**config.mk**
```make
export PLATFORM = sky130hd
export DESIGN_NAME = fmac_unit
export DESIGN_NICKNAME = d
export VERILOG_FILES = /design/src/rtl/fmac_pkg.sv /design/src/rtl/fmac_ext.sv /design/src/rtl/fmac_core.sv /design/src/rtl/fmac_acc_bank.sv /design/src/rtl/fmac_unit.sv
export SDC_FILE = /design/constraint.sdc
export NUM_CORES = 1
export LEC_CHECK = 0
export BUFFER_PORTS_ARGS = -buffer_cell sky130_fd_sc_hd__clkbuf_2
export CORE_ASPECT_RATIO = 0.8
export CORE_MARGIN = 8
export CORE_UTILIZATION = 30
export DETAILED_ROUTE_END_ITERATION = 16
export GPL_TIMING_DRIVEN = 0
export SLEW_MARGIN = 10
export SYNTH_ARGS = -nofsm -noshare
export SYNTH_HDL_FRONTEND = slang
export SYNTH_SLANG_ARGS = --single-unit
```
**constraint.sdc**
```tcl
create_clock -name clk -period 21 [get_ports clk]
set_input_delay 4.2 -clock clk [delete_from_list [all_inputs] [get_ports clk]]
set_output_delay 4.2 -clock clk [all_outputs]
set_load 0.05 [all_outputs]
```
**src/rtl/fmac_pkg.sv**
```systemverilog
package fmac_pkg;

    localparam int DATA_W  = 16;
    localparam int ACC_W   = 40;
    localparam int SAT_W   = 32;
    localparam int NUM_ACC = 2;

    typedef enum logic [1:0] {
        OP_MPY  = 2'b00,
        OP_MAC  = 2'b01,
        OP_MSU  = 2'b10,
        OP_NONE = 2'b11
    } mac_op_e;

    typedef struct packed {
        mac_op_e op;
        logic    frac;
        logic    rnd;
        logic    sat;
    } mac_ctl_t;

    function automatic logic op_writes(mac_op_e op);
        return op != OP_NONE;
    endfunction

    function automatic logic op_keeps_base(mac_op_e op);
        return (op == OP_MAC) || (op == OP_MSU);
    endfunction

    function automatic logic op_subtracts(mac_op_e op);
        return op == OP_MSU;
    endfunction

endpackage

```
**src/rtl/fmac_ext.sv**
```systemverilog
module fmac_ext #(
    parameter int IN_W = 16
) (
    input  logic [IN_W-1:0] din,
    input  logic            is_signed,
    output logic [IN_W:0]   dout
);

    assign dout = {is_signed & din[IN_W-1], din};

endmodule

```
**src/rtl/fmac_core.sv**
```systemverilog
module fmac_core
    import fmac_pkg::*;
#(
    parameter int IN_W = DATA_W,
    parameter int AW   = ACC_W,
    parameter int SW   = SAT_W
) (
    input  logic [IN_W:0]   a_ext,
    input  logic [IN_W:0]   b_ext,
    input  logic [AW-1:0]   base_in,
    input  mac_ctl_t        ctl,
    output logic [AW-1:0]   result,
    output logic            ovf_hit
);

    localparam int EXT_W  = IN_W + 1;
    localparam int PROD_W = 2 * EXT_W;
    localparam logic [AW-1:0] RND_K    = AW'(1) << (IN_W - 1);
    localparam logic [AW-1:0] LOW_MASK = (AW'(1) << IN_W) - AW'(1);
    localparam logic [AW-1:0] POS_MAX  = (AW'(1) << (SW - 1)) - AW'(1);
    localparam logic [AW-1:0] NEG_MIN  = ~POS_MAX;

    logic signed [PROD_W-1:0] prod;
    logic signed [AW-1:0]     prod_x;
    logic        [AW-1:0]     scaled;
    logic        [AW-1:0]     base;
    logic        [AW-1:0]     sum;
    logic        [AW-1:0]     rounded;
    logic                     in_range;

    assign prod   = PROD_W'($signed(a_ext)) * PROD_W'($signed(b_ext));
    assign prod_x = AW'(prod);

    always_comb begin
        scaled   = ctl.frac ? AW'(prod_x <<< 1) : prod_x;
        base     = op_keeps_base(ctl.op) ? base_in : '0;
        sum      = op_subtracts(ctl.op) ? (base - scaled) : (base + scaled);
        rounded  = ctl.rnd ? ((sum + RND_K) & ~LOW_MASK) : sum;
        in_range = (&rounded[AW-1:SW-1]) | ~(|rounded[AW-1:SW-1]);
        ovf_hit  = ctl.sat && !in_range;
        if (ovf_hit)
            result = rounded[AW-1] ? NEG_MIN : POS_MAX;
        else
            result = rounded;
    end

    always_comb begin
        AST_SAT_RANGE: assert (!ctl.sat || (&result[AW-1:SW-1]) || !(|result[AW-1:SW-1]));
        AST_ROUND_LOW: assert (!ctl.rnd || ovf_hit || (result[IN_W-1:0] == '0));
    end

endmodule

```
**src/rtl/fmac_acc_bank.sv**
```systemverilog
module fmac_acc_bank
    import fmac_pkg::*;
#(
    parameter int AW = ACC_W,
    parameter int NA = NUM_ACC
) (
    input  logic                   clk,
    input  logic                   rst,
    input  logic                   wr_en,
    input  logic [$clog2(NA)-1:0]  wr_sel,
    input  logic [AW-1:0]          wr_data,
    input  logic                   wr_ovf,
    output logic [NA-1:0][AW-1:0]  acc_q,
    output logic [NA-1:0]          ovf_q,
    output logic                   zero_q
);

    localparam int SEL_W = $clog2(NA);

    for (genvar g = 0; g < NA; g++) begin : g_acc
        always_ff @(posedge clk) begin
            if (rst) begin
                acc_q[g] <= '0;
                ovf_q[g] <= 1'b0;
            end else if (wr_en && (wr_sel == SEL_W'(g))) begin
                acc_q[g] <= wr_data;
                if (wr_ovf)
                    ovf_q[g] <= 1'b1;
            end
        end

        AST_OTHER_HOLD: assert property (@(posedge clk) disable iff (rst)
            (wr_en && (wr_sel != SEL_W'(g))) |=> $stable(acc_q[g]));
        AST_OVF_STICKY: assert property (@(posedge clk) disable iff (rst)
            ovf_q[g] |=> ovf_q[g]);
    end

    always_ff @(posedge clk) begin
        if (rst)
            zero_q <= 1'b0;
        else if (wr_en)
            zero_q <= (wr_data == '0);
    end

    AST_IDLE_HOLD: assert property (@(posedge clk) disable iff (rst)
        !wr_en |=> ($stable(acc_q) && $stable(ovf_q) && $stable(zero_q)));
    AST_ZERO_MATCH: assert property (@(posedge clk) disable iff (rst)
        wr_en |=> (zero_q == (acc_q[$past(wr_sel)] == '0)));

endmodule

```
**src/rtl/fmac_unit.sv**
```systemverilog
module fmac_unit
    import fmac_pkg::*;
#(
    parameter int DW = DATA_W,
    parameter int AW = ACC_W,
    parameter int SW = SAT_W
) (
    input  logic          clk,
    input  logic          rst,
    input  logic          en,
    input  logic [1:0]    opcode,
    input  logic          dst_sel,
    input  logic          frac_mode,
    input  logic          round_en,
    input  logic          sat_en,
    input  logic [DW-1:0] op_a,
    input  logic [DW-1:0] op_b,
    input  logic          a_signed,
    input  logic          b_signed,
    input  logic          use_treg,
    input  logic          treg_load,
    input  logic [DW-1:0] treg_din,
    input  logic          rd_acc,
    input  logic [1:0]    rd_fld,
    output logic [AW-1:0] acc_a,
    output logic [AW-1:0] acc_b,
    output logic [DW-1:0] rd_data,
    output logic          zero_flag,
    output logic          ovf_a,
    output logic          ovf_b
);

    localparam int NA = 2;
    localparam int GW = AW - 2 * DW;

    logic [DW-1:0]         treg_q;
    logic [1:0][DW-1:0]    raw_opnd;
    logic [1:0]            raw_sgn;
    logic [1:0][DW:0]      ext_opnd;
    mac_ctl_t              ctl;
    logic [AW-1:0]         core_res;
    logic                  core_ovf;
    logic                  wr_en;
    logic [NA-1:0][AW-1:0] acc_q;
    logic [NA-1:0]         ovf_q;
    logic [AW-1:0]         rd_word;

    always_ff @(posedge clk) begin
        if (rst)
            treg_q <= '0;
        else if (treg_load)
            treg_q <= treg_din;
    end

    AST_TREG_HOLD: assert property (@(posedge clk) disable iff (rst)
        !treg_load |=> $stable(treg_q));

    assign raw_opnd[0] = use_treg ? treg_q : op_a;
    assign raw_opnd[1] = op_b;
    assign raw_sgn[0]  = a_signed;
    assign raw_sgn[1]  = b_signed;

    for (genvar k = 0; k < 2; k++) begin : g_ext
        fmac_ext #(.IN_W(DW)) u_ext (
            .din       (raw_opnd[k]),
            .is_signed (raw_sgn[k]),
            .dout      (ext_opnd[k])
        );
    end

    assign ctl.op   = mac_op_e'(opcode);
    assign ctl.frac = frac_mode;
    assign ctl.rnd  = round_en;
    assign ctl.sat  = sat_en;
    assign wr_en    = en && op_writes(ctl.op);

    fmac_core #(.IN_W(DW), .AW(AW), .SW(SW)) u_core (
        .a_ext   (ext_opnd[0]),
        .b_ext   (ext_opnd[1]),
        .base_in (acc_q[dst_sel]),
        .ctl     (ctl),
        .result  (core_res),
        .ovf_hit (core_ovf)
    );

    fmac_acc_bank #(.AW(AW), .NA(NA)) u_bank (
        .clk     (clk),
        .rst     (rst),
        .wr_en   (wr_en),
        .wr_sel  (dst_sel),
        .wr_data (core_res),
        .wr_ovf  (core_ovf),
        .acc_q   (acc_q),
        .ovf_q   (ovf_q),
        .zero_q  (zero_flag)
    );

    assign acc_a = acc_q[0];
    assign acc_b = acc_q[1];
    assign ovf_a = ovf_q[0];
    assign ovf_b = ovf_q[1];

    always_comb begin
        rd_word = acc_q[rd_acc];
        case (rd_fld)
            2'b00:   rd_data = rd_word[DW-1:0];
            2'b01:   rd_data = rd_word[2*DW-1:DW];
            default: rd_data = {{(DW-GW){rd_word[AW-1]}}, rd_word[AW-1:2*DW]};
        endcase
    end

endmodule

```
==> flow_summary.json <==
{
  "outcome": "finished clean",
  "cp.depth": 46,
  "setup_viol": 0,
  "clock.fmax_mhz": 57.2,
  "antenna_found_initial": 0,
  "clk_latency_ns": 0.38,
  "met3_usage": 0.0328,
  "ys.warnings.count": 0,
  "synth.avg_cell_area_sq_um": 8.33,
  "die_w_um": 315,
  "rows": 87,
  "cts_tree": "yes",
  "htree_levels": 3,
  "mappedNetlistArea_sq_um": 21500,
  "remaining_drc_errors": 0,
  "cts_sinks": 99,
  "crit_fanout": 10,
  "viasPerCell": 5.15,
  "hp-class": "flop to flop",
  "timing.final.crit_share": 0.833,
  "worst_path_most_repeated_cell": "fa_1",
  "rsz0062_at_grt": "no",
  "cp_slowest_cell": "buf_1",
  "hold_viol": 0,
  "top_usage_layer": "met2",
  "finalNonFillerCells": 3685,
  "areaGrowthSynthToFinish_pct": 10.4,
  "io_buffers": 154,
  "hold-worst-slack_ns": 0.453,
  "wl_per_cell_um": 19.1,
  "fin_skew_ns": 0.0137,
  "dp_hpwl_um": 59300,
  "relSlewSlack": 0.342,
  "final_cell_mix": "inv_1 (321), fa_1 (297), nand2_1 (267)",
  "grt_max_degree": 20,
  "max_stage_delay_ns": 0.66,
  "grt_overflow": 0,
  "reg2reg_depth": 44,
  "die_h_um": 255,
  "synth-main-ff-cell": "dfxtp_1",
  "num_vias": 19000,
  "synth_edf_count": 0,
  "grtUsageMet1": 0.245,
  "cp_data_required_time_ns": 21.30,
  "arrival_ns": 17.79,
  "synthCells": 2581,
  "worstSetupPathType": "input port to flop",
  "slew_viol_final": 0,
  "clock_path_buffers": 2,
  "cts_hold_buffers": 0,
  "initial_utilization": 0.304,
  "fin_nets": 3235,
  "finalSetupTns_ns": 0,
  "ys_seq_area_frac": 0.0922,
  "drt_iter0_drc": 1705,
  "gp_congestion": 0.904,
  "die_area_sq_um": 80500,
  "ant_nets": 0,
  "crit_path_end": "u_bank.ovf_q[0]$_SDFFE_PP0P_",
  "layout_commonest_cell": "inv_1",
  "root_buffer": "clkbuf_16",
  "ys_ff_latch": 99,
  "timing.rr.start": "treg_q[11]$_SDFFE_PP0P_",
  "cp-end-kind": "flop",
  "min_period_ns": 17.49,
  "cts.clk_slew.worst_paths_ns": 0.07,
  "synth.distinct_cells": 103,
  "met2_usage": 0.264,
  "synthArstFlopShare": 0,
  "grt_usage": 0.170,
  "cp_top_family": "adder cells",
  "drt_pass1_iterations": 6,
  "cap_violations": 0,
  "coreArea_sq_um": 70600,
  "setup.worst_path.start_class": "input port",
  "numCtsBuffers": 9,
  "cts_resized": 0,
  "cts_setup_buffers": 0,
  "reg2reg_slack_ns": 8.07,
  "io_pins": 163,
  "grt_pass1_vias": 18700,
  "crit_path_start": "use_treg",
  "layout-drive-gt1-share": 0.116,
  "worst_pin_slew_ns": 0.988,
  "antenna_cells": 0,
  "dp.cells": 3669,
  "syn_nets": 3070,
  "r2r_end": "u_bank.ovf_q[0]$_SDFFE_PP0P_",
  "cp.buffers_inverters": 10,
  "wirelength_um": 70200,
  "grt_pass1_wl_um": 110000
}
-- cells in the mapped netlist (all sizes together) (77+ instances only) --
cell | instances | area [sq um]
inv | 321 | 1200
fa | 297 | 5950
nand2 | 269 | 1010
nor2 | 221 | 830
and2 | 153 | 957
a21oi | 139 | 752
ha | 128 | 1600
clkbuf | 109 | 409
dfxtp | 99 | 1980
o21ai | 86 | 438
mux2i | 77 | 771
-- flip-flops by register name, summed over array words and instances, names as in the netlist --
register and cells:
treg_q 16, u_bank.acc_q 80, u_bank.ovf_q 2, u_bank.zero_q 1
-- how the worst min path moves through the flow --
stage	start	endpoint	slack [ns]	cells after the start
2_1_floorplan	treg_q[10]$_SDFFE_PP0P_	treg_q[10]$_SDFFE_PP0P_	0.45	2
3_3_place_gp	u_bank.ovf_q[0]$_SDFFE_PP0P_	u_bank.ovf_q[0]$_SDFFE_PP0P_	0.44	2
3_5_place_dp	u_bank.ovf_q[0]$_SDFFE_PP0P_	u_bank.ovf_q[0]$_SDFFE_PP0P_	0.45	2
4_1_cts	u_bank.ovf_q[0]$_SDFFE_PP0P_	u_bank.ovf_q[0]$_SDFFE_PP0P_	0.46	2
5_1_grt	u_bank.ovf_q[0]$_SDFFE_PP0P_	u_bank.ovf_q[0]$_SDFFE_PP0P_	0.49	2
6_report	u_bank.ovf_q[0]$_SDFFE_PP0P_	u_bank.ovf_q[0]$_SDFFE_PP0P_	0.45	2
-- cell families (layout without fill, tap and decap cells) --
group           Yosys count  count (layout)  share of synthesized area
buf+inv                 465             635                     0.0846
compound gates          485             485                      0.158
fa+ha+maj               425             425                      0.351
xor+xnor                111             111                     0.0459
flops                    99              99                     0.0922
simple gates            870             870                      0.202
mux                     126             126                     0.0659
-- per-layer routing --
metal  share of wire  wire, um
met5               0         0
met4           0.017      1220
met3           0.078      5450
met2            0.43     30200
met1            0.47     33300
-- stage by stage --
step | cell area, sq um | util | worst slack (ns)
2_1_floorplan | 21500 | - | 5.76
3_3_place_gp | 23400 | 0.332 | 3.24
3_5_place_dp | 23400 | 0.332 | 3.25
4_1_cts | 23700 | 0.336 | 3.56
5_1_grt | 23700 | 0.336 | 2.80
6_report | 23700 | 0.336 | 3.51
-- worst min-delay path: cells and delay by family (launching register included) --
kind / cells / cell delay (ns)
DFF: 1 / 0.31
buffers and inverters: 1 / 0.05
AOI/OAI and AO/OA: 1 / 0.05
-- cell type report --
| class | instances | area (sq um) |
|---|---|---|
| Fill cell | 7448 | 46900 |
| Multi-Input combinational cell | 2017 | 17700 |
| Tap cell | 934 | 1170 |
| Clock buffer | 9 | 225 |
| Inverter | 322 | 1210 |
| Sequential cell | 99 | 1980 |
| Timing Repair Buffer | 154 | 771 |
| Buffer | 143 | 609 |
| Clock inverter | 7 | 68.8 |
Power is left out: the tool's default activity adds up to more than one toggle a clock period on the data nets, which glitch-free logic cannot reach.
